[config.mk]
export PLATFORM = sky130hd
export DESIGN_NAME = rxpad_top
export DESIGN_NICKNAME = d
export VERILOG_FILES = /design/src/rtl/rxpad_pkg.sv /design/src/rtl/rxpad_skid_fifo.sv /design/src/rtl/rxpad_shifter.sv /design/src/rtl/rxpad_out_stage.sv /design/src/rtl/rxpad_top.sv
export SDC_FILE = /design/constraint.sdc
export NUM_CORES = 1
export LEC_CHECK = 0
export BUFFER_PORTS_ARGS = -buffer_cell sky130_fd_sc_hd__buf_2
export CORE_ASPECT_RATIO = 2
export CORE_MARGIN = 3
export CORE_UTILIZATION = 64
export DETAILED_ROUTE_END_ITERATION = 8
export GPL_TIMING_DRIVEN = 0
export PLACE_DENSITY = 0.95
export SETUP_SLACK_MARGIN = 0.5
export SYNTH_ARGS = -nofsm -noshare
export SYNTH_HDL_FRONTEND = slang
export SYNTH_HIERARCHICAL = 1
export SYNTH_SLANG_ARGS = --single-unit
[constraint.sdc]
create_clock -name clk -period 10.9 [get_ports clk]
set_clock_uncertainty 0.05 [all_clocks]
set_input_delay 3.27 -clock clk [delete_from_list [all_inputs] [get_ports clk]]
set_output_delay 3.27 -clock clk [all_outputs]
set_load 0.02 [all_outputs]
[src/rtl/rxpad_pkg.sv]
// Package: shared sizes, the buffered beat record and the aligner states
// for the receive pad inserter. It assumes a 64-bit word made of 8 lanes,
// with lane 0 in the low byte.
package rxpad_pkg;

    localparam int BEAT_BYTES = 8;
    localparam int PAD_BYTES  = 6;
    localparam int DATA_W     = BEAT_BYTES * 8;
    localparam int OCC_W      = $clog2(BEAT_BYTES);
    localparam int USER_W     = OCC_W + 1;
    localparam int KEEP_BYTES = BEAT_BYTES - PAD_BYTES;
    localparam int LOW_W      = KEEP_BYTES * 8;
    localparam int CARRY_W    = PAD_BYTES * 8;

    // One receive word together with its sideband, as held in the FIFO.
    typedef struct packed {
        logic              sof;
        logic              eof;
        logic              err;
        logic [OCC_W-1:0]  occ;
        logic [DATA_W-1:0] data;
    } rx_beat_t;

    typedef enum logic [1:0] {
        ST_IDLE = 2'd0,
        ST_BODY = 2'd1,
        ST_TAIL = 2'd2
    } align_state_t;

    // Turns the occupancy code into a byte count (a code of 0 means a full word).
    function automatic logic [OCC_W:0] occ_to_count(input logic [OCC_W-1:0] occ);
        if (occ == '0) begin
            return (OCC_W+1)'(BEAT_BYTES);
        end
        return {1'b0, occ};
    endfunction

endpackage

[src/rtl/rxpad_skid_fifo.sv]
// Module: rxpad_skid_fifo
// A small first-word-fall-through FIFO that takes in receive words while
// the output side is stalled. The write side has no back-pressure: a word
// that arrives while the FIFO is full is thrown away, and a registered drop
// flag reports it. DEPTH must be a power of two of at least 2.
module rxpad_skid_fifo #(
    parameter int W     = 8,
    parameter int DEPTH = 4
) (
    input  logic         clk,
    input  logic         rst_n,
    input  logic         clear,
    input  logic         wr_valid,
    input  logic [W-1:0] wr_data,
    input  logic         rd_pop,
    output logic         rd_valid,
    output logic [W-1:0] rd_data,
    output logic         drop
);

    localparam int AW = $clog2(DEPTH);

    logic [W-1:0] mem [DEPTH];
    logic [AW:0]  wr_ptr;
    logic [AW:0]  rd_ptr;
    logic         full;
    logic         empty;
    logic         push;
    logic         pop;

    assign full  = (wr_ptr[AW] != rd_ptr[AW]) && (wr_ptr[AW-1:0] == rd_ptr[AW-1:0]);
    assign empty = (wr_ptr == rd_ptr);
    assign push  = wr_valid && !full;
    assign pop   = rd_pop && !empty;

    assign rd_valid = !empty;
    assign rd_data  = mem[rd_ptr[AW-1:0]];

    // Writes an accepted word into storage.
    always_ff @(posedge clk) begin
        if (push) begin
            mem[wr_ptr[AW-1:0]] <= wr_data;
        end
    end

    // Moves the pointers; reset and clear empty the FIFO.
    always_ff @(posedge clk) begin
        if (!rst_n || clear) begin
            wr_ptr <= '0;
            rd_ptr <= '0;
        end else begin
            if (push) begin
                wr_ptr <= wr_ptr + 1'b1;
            end
            if (pop) begin
                rd_ptr <= rd_ptr + 1'b1;
            end
        end
    end

    // Raises the drop flag for one cycle when a word was refused.
    always_ff @(posedge clk) begin
        if (!rst_n || clear) begin
            drop <= 1'b0;
        end else begin
            drop <= wr_valid && full;
        end
    end

endmodule

[src/rtl/rxpad_shifter.sv]
// Module: rxpad_shifter
// Frame aligner. It takes buffered words and builds each output word from
// the two low bytes of the current input word above the six bytes held
// over from the previous one. At start of frame the held-over bytes are
// replaced by the pad: the label, then zeros. A frame whose last word holds
// more than KEEP_BYTES bytes ends with one extra tail beat. It assumes the
// output stage takes a beat whenever slot_free is high.
module rxpad_shifter
    import rxpad_pkg::*;
#(
    parameter logic [7:0] PORT_LABEL = 8'h00
) (
    input  logic              clk,
    input  logic              rst_n,
    input  logic              clear,
    input  logic              s_valid,
    input  rx_beat_t          s_beat,
    output logic              s_pop,
    input  logic              slot_free,
    output logic              o_emit,
    output logic [DATA_W-1:0] o_data,
    output logic [USER_W-1:0] o_user,
    output logic              o_last
);

    localparam logic [CARRY_W-1:0] PAD_WORD = {{(CARRY_W-8){1'b0}}, PORT_LABEL};

    align_state_t       state;
    logic [CARRY_W-1:0] carry;
    logic               tail_err;
    logic [OCC_W-1:0]   tail_occ;

    logic [OCC_W:0]     last_count;
    logic [OCC_W:0]     sum_count;
    logic [OCC_W:0]     tail_count;
    logic               needs_tail;
    logic               word_taken;
    logic [CARRY_W-1:0] low_part;

    assign last_count = occ_to_count(s_beat.occ);
    assign sum_count  = last_count + (OCC_W+1)'(PAD_BYTES);
    assign tail_count = last_count - (OCC_W+1)'(KEEP_BYTES);
    assign needs_tail = last_count > (OCC_W+1)'(KEEP_BYTES);
    assign low_part   = (state == ST_IDLE) ? PAD_WORD : carry;

    // A word is folded into the frame when it is popped and belongs to an open or opening frame.
    assign word_taken = s_pop && ((state == ST_BODY) || s_beat.sof);

    // Chooses the next output beat and whether the head word is popped.
    always_comb begin
        s_pop  = 1'b0;
        o_emit = 1'b0;
        o_data = {s_beat.data[LOW_W-1:0], low_part};
        o_user = '0;
        o_last = 1'b0;
        case (state)
            ST_TAIL: begin
                o_emit = 1'b1;
                o_data = {{LOW_W{1'b0}}, carry};
                o_last = 1'b1;
                o_user = {tail_err, tail_occ};
            end
            ST_IDLE: begin
                if (s_valid) begin
                    s_pop  = !s_beat.sof || slot_free;
                    o_emit = s_beat.sof;
                end
            end
            default: begin
                if (s_valid) begin
                    s_pop  = slot_free;
                    o_emit = 1'b1;
                end
            end
        endcase
        if (state != ST_TAIL && s_valid && s_beat.eof && !needs_tail) begin
            o_last = 1'b1;
            o_user = {s_beat.err, sum_count[OCC_W-1:0]};
        end
    end

    // Tracks frame position and keeps the upper six bytes of each folded word.
    always_ff @(posedge clk) begin
        if (!rst_n || clear) begin
            state    <= ST_IDLE;
            carry    <= '0;
            tail_err <= 1'b0;
            tail_occ <= '0;
        end else if (state == ST_TAIL) begin
            if (slot_free) begin
                state <= ST_IDLE;
            end
        end else if (word_taken) begin
            carry <= s_beat.data[DATA_W-1:LOW_W];
            if (!s_beat.eof) begin
                state <= ST_BODY;
            end else if (needs_tail) begin
                state    <= ST_TAIL;
                tail_err <= s_beat.err;
                tail_occ <= tail_count[OCC_W-1:0];
            end else begin
                state <= ST_IDLE;
            end
        end
    end

endmodule

[src/rtl/rxpad_out_stage.sv]
// Module: rxpad_out_stage
// Output register with valid/ready flow control. It holds a beat until the
// sink takes it and offers its slot back to the aligner in the same cycle
// the held beat leaves. It assumes the aligner keeps the offered beat
// steady for as long as slot_free stays low.
module rxpad_out_stage
    import rxpad_pkg::*;
(
    input  logic              clk,
    input  logic              rst_n,
    input  logic              clear,
    input  logic              in_emit,
    input  logic [DATA_W-1:0] in_data,
    input  logic [USER_W-1:0] in_user,
    input  logic              in_last,
    output logic              slot_free,
    output logic [DATA_W-1:0] m_tdata,
    output logic [USER_W-1:0] m_tuser,
    output logic              m_tlast,
    output logic              m_tvalid,
    input  logic              m_tready
);

    assign slot_free = !m_tvalid || m_tready;

    // Tracks whether a beat is held; reset and clear empty the slot.
    always_ff @(posedge clk) begin
        if (!rst_n || clear) begin
            m_tvalid <= 1'b0;
        end else if (slot_free) begin
            m_tvalid <= in_emit;
        end
    end

    // Captures the payload of a beat entering the slot.
    always_ff @(posedge clk) begin
        if (!rst_n) begin
            m_tdata <= '0;
            m_tuser <= '0;
            m_tlast <= 1'b0;
        end else if (slot_free && in_emit) begin
            m_tdata <= in_data;
            m_tuser <= in_user;
            m_tlast <= in_last;
        end
    end

endmodule

[src/rtl/rxpad_top.sv]
// Module: rxpad_top
// Receive pad inserter. Buffered words go through the six-byte aligner
// into a registered stream output. It assumes the source never stalls, so
// a full FIFO loses words and reports each loss on drop_pulse.
module rxpad_top
    import rxpad_pkg::*;
#(
    parameter logic [7:0] PORT_LABEL = 8'h00,
    parameter int         FIFO_DEPTH = 4
) (
    input  logic        clk,
    input  logic        rst_n,
    input  logic        clear,
    input  logic [63:0] in_data,
    input  logic [2:0]  in_occ,
    input  logic        in_sof,
    input  logic        in_eof,
    input  logic        in_err,
    input  logic        in_valid,
    output logic [63:0] m_tdata,
    output logic [3:0]  m_tuser,
    output logic        m_tlast,
    output logic        m_tvalid,
    input  logic        m_tready,
    output logic        drop_pulse
);

    localparam int BEAT_W = $bits(rx_beat_t);

    rx_beat_t          wr_beat;
    rx_beat_t          rd_beat;
    logic [BEAT_W-1:0] rd_flat;
    logic              rd_valid;
    logic              rd_pop;
    logic              slot_free;
    logic              emit;
    logic [DATA_W-1:0] emit_data;
    logic [USER_W-1:0] emit_user;
    logic              emit_last;

    // Packs the input pins into the buffered record.
    always_comb begin
        wr_beat.sof  = in_sof;
        wr_beat.eof  = in_eof;
        wr_beat.err  = in_err;
        wr_beat.occ  = in_occ;
        wr_beat.data = in_data;
    end

    assign rd_beat = rx_beat_t'(rd_flat);

    rxpad_skid_fifo #(
        .W     (BEAT_W),
        .DEPTH (FIFO_DEPTH)
    ) u_fifo (
        .clk      (clk),
        .rst_n    (rst_n),
        .clear    (clear),
        .wr_valid (in_valid),
        .wr_data  (wr_beat),
        .rd_pop   (rd_pop),
        .rd_valid (rd_valid),
        .rd_data  (rd_flat),
        .drop     (drop_pulse)
    );

    rxpad_shifter #(
        .PORT_LABEL (PORT_LABEL)
    ) u_shift (
        .clk       (clk),
        .rst_n     (rst_n),
        .clear     (clear),
        .s_valid   (rd_valid),
        .s_beat    (rd_beat),
        .s_pop     (rd_pop),
        .slot_free (slot_free),
        .o_emit    (emit),
        .o_data    (emit_data),
        .o_user    (emit_user),
        .o_last    (emit_last)
    );

    rxpad_out_stage u_out (
        .clk       (clk),
        .rst_n     (rst_n),
        .clear     (clear),
        .in_emit   (emit),
        .in_data   (emit_data),
        .in_user   (emit_user),
        .in_last   (emit_last),
        .slot_free (slot_free),
        .m_tdata   (m_tdata),
        .m_tuser   (m_tuser),
        .m_tlast   (m_tlast),
        .m_tvalid  (m_tvalid),
        .m_tready  (m_tready)
    );

endmodule

==> Word-level counts from Yosys, hierarchy flattened <==
Memory sizes are Yosys's and may differ from the RTL's. A register that Yosys moved wholly into a read port is not among the register bits.
Index checks and enable logic that the tools add are counted.
Widths: inputs -> output; s select.
{ "classes": {"n_addsub": 4, "order_cmp": 1, "n_eq_ne": 7, "muxes": 24, "bitwise": 1, "reduce_logical": 25} }
{ "op_table": {"columns": ["op", "n"], "rows": [
  ["$mux 64", 1],
  ["$mux 48", 1],
  ["$mux 4", 4],
  ["$mux 2", 7],
  ["$logic_and 1x1->1", 9],
  ["$mux 1", 9],
  ["$add 3x1->3 const B", 2],
  ["$logic_not 1->1", 6],
  ["$gt 4x2->1 const B", 1],
  ["$logic_or 1x1->1", 4],
  ["$pmux 1 s2", 2],
  ["$reduce_and 2->1", 2],
  ["$reduce_and 4->1", 1],
  ["$add 3x3->3 const B", 1],
  ["$eq 3x3->1", 1],
  ["$logic_not 3->1", 1],
  ["$sub 3x2->3 const B", 1],
  ["$eq 2x1->1 const B", 1],
  ["$eq 2x2->1", 1],
  ["$eq 2x2->1 const B", 1],
  ["$logic_not 2->1", 1],
  ["$ne 2x1->1 const B", 1],
  ["$ne 2x2->1 const B", 1],
  ["$reduce_bool 2->1", 1],
  ["2 further kinds", 2]
]} }
{ "word_totals": {"register_bits": 131, "mem_bits_rw": 280, "in_bits": 75, "output_inout_bits": 71, "n_memories": 1} }
{ "mem_list": {"columns": ["memory", "words", "word_bits", "rd", "rd_ports_with_merged_regs", "write_ports", "line", "text"], "rows": [
  ["u_fifo.mem", 4, 70, 1, 1, 1, "rxpad_skid_fifo.sv:23", "logic [W-1:0] mem [DEPTH];"]
]} }

==> Longest topological paths before layout <==
{ "depth": {"word_depth": 8, "depth_mapped": 10, "mapped_depth_nobuf": 7} }

==> Cells and area by module <==
The synthesis kept the hierarchy.
{ "modules_own_cells": {"columns": ["mod", "n_inst", "cells_per_inst", "area_each_um2", "seq_area_each_um2"], "rows": [
  ["rxpad_skid_fifo", 1, 437, 10679.0, 8588.2],
  ["rxpad_out_stage", 1, 305, 2765.2, 1401.3],
  ["rxpad_shifter", 1, 349, 2621.3, 1081.0]
]} }

==> Worst setup path after synthesis <==
Ideal clock, no wire load.
{ "synth_path": {"kind": "input to register", "start": "in in_valid", "end": "mem u_fifo/mem[3][0] in the netlist's numbering, enable pin", "setup_time_ns": 0.540, "t_arrival_ns": 7.162, "t_required_ns": 10.310, "setup_slack_ns": 3.148, "cell_stages": 3, "path_cell_list": "clkbuf_1 nand2_1 a31oi_1"} }
{ "synth_via": {"elab_chain_cells": 3} }
{ "synth_rtl": {"columns": ["item", "line", "text"], "rows": [
  ["start: declaration", "rxpad_top.sv:19", "input logic in_valid,"],
  ["$logic_and 1x1->1", "rxpad_skid_fifo.sv:33", "assign push = wr_valid && !full;"],
  ["$mux 1", "rxpad_skid_fifo.sv:41", "if (push) begin"],
  ["$mux 1 (not written as such)", "rxpad_skid_fifo.sv:42", "mem[wr_ptr[AW-1:0]] <= wr_data;"],
  ["end: declaration", "rxpad_skid_fifo.sv:23", null]
]} }
No other way between the ends.

==> Worst setup path in the final report <==
{ "layout_path": {"start": "in m_tready", "end": "reg u_shift.carry[26]"} }
{ "layout_via": {"elab_chain_cells": 6} }
{ "layout_rtl": {"columns": ["item", "line", "text"], "rows": [
  ["start: declaration", "rxpad_top.sv:24", "input logic m_tready,"],
  ["$logic_or 1x1->1 (*)", "rxpad_out_stage.sv:24", "assign slot_free = !m_tvalid || m_tready;"],
  ["via slot_free", "rxpad_top.sv:35", "logic slot_free;"],
  ["$logic_or 1x1->1", "rxpad_shifter.sv:65", "s_pop = !s_beat.sof || slot_free;"],
  ["$mux 1", "rxpad_shifter.sv:64", "if (s_valid) begin"],
  ["$pmux 1 s2 (*)", "rxpad_shifter.sv:56", "case (state)"],
  ["$logic_and 1x1->1 (*)", "rxpad_shifter.sv:47", "assign word_taken = s_pop && ((state == ST_BODY) || s_beat.sof);"],
  ["$reduce_and 2->1 (no source line) (*)", null, null],
  ["end signal: assignment", "rxpad_shifter.sv:94", "carry <= s_beat.data[DATA_W-1:LOW_W];"],
  ["end: declaration", "rxpad_shifter.sv:29", "logic [CARRY_W-1:0] carry;"]
]} }
Mark *: on every way through the listed nets, which the timed path passes. The rest lies on a longest branch.
A chain may end at the register's enable or synchronous reset.

==> results by group <==
Outcome
  – Status: completed

Global route
  – Largest net degree at the start of global routing: 46
  – Overflow after GRT: 0
  – Via count of the first global-routing pass: 10400
  – First-pass GRT wire length: 57400 um
  – Antenna violations before repair: 4
  – GRT Util Overall: 0.274

Timing
  – RSZ-0062 raised after global routing: false
  – Max-slew violation count: 0
  – Final setup fails: 0
  – Hold WS: 0.403 ns
  – Actual slew at the worst max-slew pin: 0.695 ns
  – Relative slew margins: 0.536
  – Fin Setup TNS: 0 ns
  – Fin crit period: 4.52 ns
  – Fin. Hold Viols: 0
  – Period utilisation layout: 0.415
  – Peak Freq: 221 MHz

Layout
  – Area grow syn2layout: 15.0%
  – FILL cells: 1351
  – Reg area: 0.0111 mm2
  – Share of cells above drive strength 1: 0.232
  – Footprint of the multi-input gates: about 0.0047 mm2
  – NumNets Final: 1357
  – Post-Route Utilization: 0.750

Floorplanning
  – Die W: 118 um
  – Starting density of the core: 0.652
  – I/O Pins: 146
  – Total core area: 0.0246 mm2
  – DIE AREA: 0.0272 mm2
  – Die Ht: 230 um
  – Row count: 81

Clocking
  – CTS HTree Levels: 2
  – Clk pin slew, worst setup/hold paths: ~0.07 ns
  – Num CTS Buffers: 34
  – Clk sinks: 413
  – CTS root buffer: clkbuf_16
  – CTS tree: yes
  – Cts hold-fix bufs: 0
  – Post-CTS setup buffers: 0
  – Worst skew pair latency: 0.52 ns
  – CTS Buffer Depth: 3
  – CTS resizes: 0

Pwr
  – Power per standard cell area: about 170 mW/mm2
  – Leak: 6.20 nW
  – Worst IR drop on VDD: 175 uV
  – Overall Power: 0.00311 W

Worst setup path
  – R2R cell count: 8
  – Crit start category: input port
  – CP max FO: 10
  – Crit end category: register
  – R2r endpoint: u_shift/carry[44]
  – Crit path kind: in -> reg
  – Reg2reg setup slack: 7.53 ns
  – Worst EP required: roughly 11 ns
  – CP arrival: 4.92 ns

Yosys
  – Post-synth ARST share: 0
  – Mapped Area: between 0.015 and 0.02 mm2
  – Register area share after synthesis: 0.689
  – Yosys cell types: 41
  – Synth Net Count: around 1200
  – Syn_area_per_cell: 14.7 um2
  – Synth warn: 6
  – Main synth FF type: edfxtp_1
  – Total of flip-flops plus latches after synthesis: 413
  – Cells after Synth: 1091
  – Post-synth EDFFs: 280

Drt
  – 1st-iter DRT viols: 911
  – Via density: 6.11
  – DR WL met2: a little over 20000 um
  – Met1 WL: 12600 um
  – Final wirelength: 37500 um
  – WL/cell: about 23 um
  – DRT Pass-1 Iters: 6
  – Post-route DRC: 0
  – Highest Signal Layer: met4
  – Via count: 10000
  – Routed Antenna Nets: 0
  – Routed met3 length: 2510 um

Worst hold path
  – Hold WC Path Type: reg -> reg
  – Hold Path Origin: u_out/m_tdata[29]
  – Hold EP: u_out/m_tdata[29]
  – Hold path cells: 2

Placement
  – Detail Placement HPWL: 24200 um
  – GPL Wtd Cong: 0.881
  – Input/output buffers: 144

Flow run
  – Max-cap violations: 0
[synth_stat cells, types with 5 or more instances]
cell type / number / share of area
mux2i_1: 69 / 0.043
nand2b_1: 5 / 0.0019
nand2_1: 154 / 0.036
mux4_2: 70 / 0.098
nor2_1: 5 / 0.0012
o21ai_0: 59 / 0.018
dfxtp_1: 133 / 0.17
and3_1: 6 / 0.0023
nand4_1: 5 / 0.0019
ha_1: 5 / 0.0039
nor2b_1: 62 / 0.024
clkbuf_1: 52 / 0.012
buf_2: 17 / 0.0053
a31oi_1: 7 / 0.0027
edfxtp_1: 280 / 0.52
nand3_1: 58 / 0.018
inv_1: 6 / 0.0014
a21oi_1: 58 / 0.018
[critical path, stage by stage]
cell	delay, ns
buf_2	0.10
nand2b_4	0.16
nand2_1	0.22
clkbuf_1	0.42
clkbuf_1	0.39
o21ai_0	0.19
a21oi_1	0.17
[metrics by stage]
step	area (um2)	setup slack [ns]	instances
2_1_floorplan	16100	3.15	1091
3_3_place_gp	17200	0.440	1567
3_5_place_dp	17400	5.98	1573
6_report	18500	6.38	1638
4_1_cts	18500	6.45	1634
5_1_grt	18500	6.26	1638
[per-layer routing]
metal,up-vias,track usage
met5,-,0
met1,4910,0.306
met4,0,0.152
met2,538,0.498
met3,143,0.0391
li1,4422,-
[registers in the layout, summed over array words and instances, names as in the netlist, 2 cells and up, named ones only]
register and cells:
u_out/m_tdata 64, u_fifo/rd_ptr 3, u_shift/tail_occ 3, u_fifo/wr_ptr 3, u_out/m_tuser 4, u_fifo/mem 280, u_shift/carry 48, u_shift/state 2
[cell usage in the layout, fill, tap and decap left out, drive strengths merged]
| cell type | Yosys | routed |
|---|---|---|
| nand2b | 6 | 6 |
| edfxtp | 280 | 280 |
| nand4 | 5 | 5 |
| o211ai | 3 | 3 |
| dfxtp | 133 | 133 |
| nor4bb | 3 | 3 |
| and3b | 2 | 2 |
| inv | 7 | 10 |
| mux4 | 70 | 70 |
| mux2i | 69 | 69 |
| nand3 | 58 | 58 |
| bufinv | 0 | 2 |
| or3 | 1 | 1 |
| clkinv | 0 | 5 |
| or4 | 1 | 1 |
| a31oi | 7 | 7 |
| buf | 23 | 173 |
| nor2b | 62 | 62 |
| o21ai | 59 | 59 |
| a211o | 2 | 2 |
| nand2 | 154 | 154 |
| and3 | 6 | 6 |
| clkbuf | 52 | 101 |
| ha | 5 | 5 |
| nor3 | 1 | 1 |
| and2 | 2 | 2 |
| and2b | 3 | 3 |
| xor2 | 3 | 3 |
| and4bb | 1 | 1 |
| xnor2 | 5 | 5 |
| o211a | 2 | 2 |
| nor2 | 5 | 5 |
| diode | 0 | 4 |
| a21oi | 58 | 58 |
| maj3 | 2 | 2 |
| clkinvlp | 0 | 2 |
| a311oi | 1 | 1 |
[layout make-up]
class	count	area share
Sequential cell	413	0.599
Multi-Input combinational cell	596	0.253
Inverter	7	0.00142
Clock buffer	49	0.0519
Timing Repair Buffer	150	0.0467
Tap cell	332	0.0225
Clock inverter	12	0.00704
Buffer	75	0.0178
Antenna cell	4	0.000542
[worst max path at each step]
stage	from	end	cells past startpoint
2_1_floorplan	in_valid	u_fifo/mem[3][0]	3
3_3_place_gp	in_valid	u_fifo/mem[3][31]	3
3_5_place_dp	m_tready	u_shift/carry[26]	7
4_1_cts	u_out/m_tlast	m_tlast	1
5_1_grt	m_tready	u_shift/carry[26]	7
6_report	m_tready	u_shift/carry[26]	7
[cell families after synthesis]
logic type | share of synthesized area
flip-flops | 0.689
AND/OR/NAND/NOR | 0.0937
multiplexers | 0.141
AO/OA/AOI/OAI | 0.0435
buffers and inverters | 0.0221
XOR/XNOR | 0.00530
adder cells (fa/ha/maj) | 0.00522
[power breakdown]
part           leakage [nW]  internal (W)  total (W)  switching (W)
clock                 0.528      0.000668    0.00121       0.000540
sequential             3.64       0.00171    0.00172      0.0000117
combinational          2.03     0.0000645   0.000183       0.000118
(Power assumes the default switching activity.)
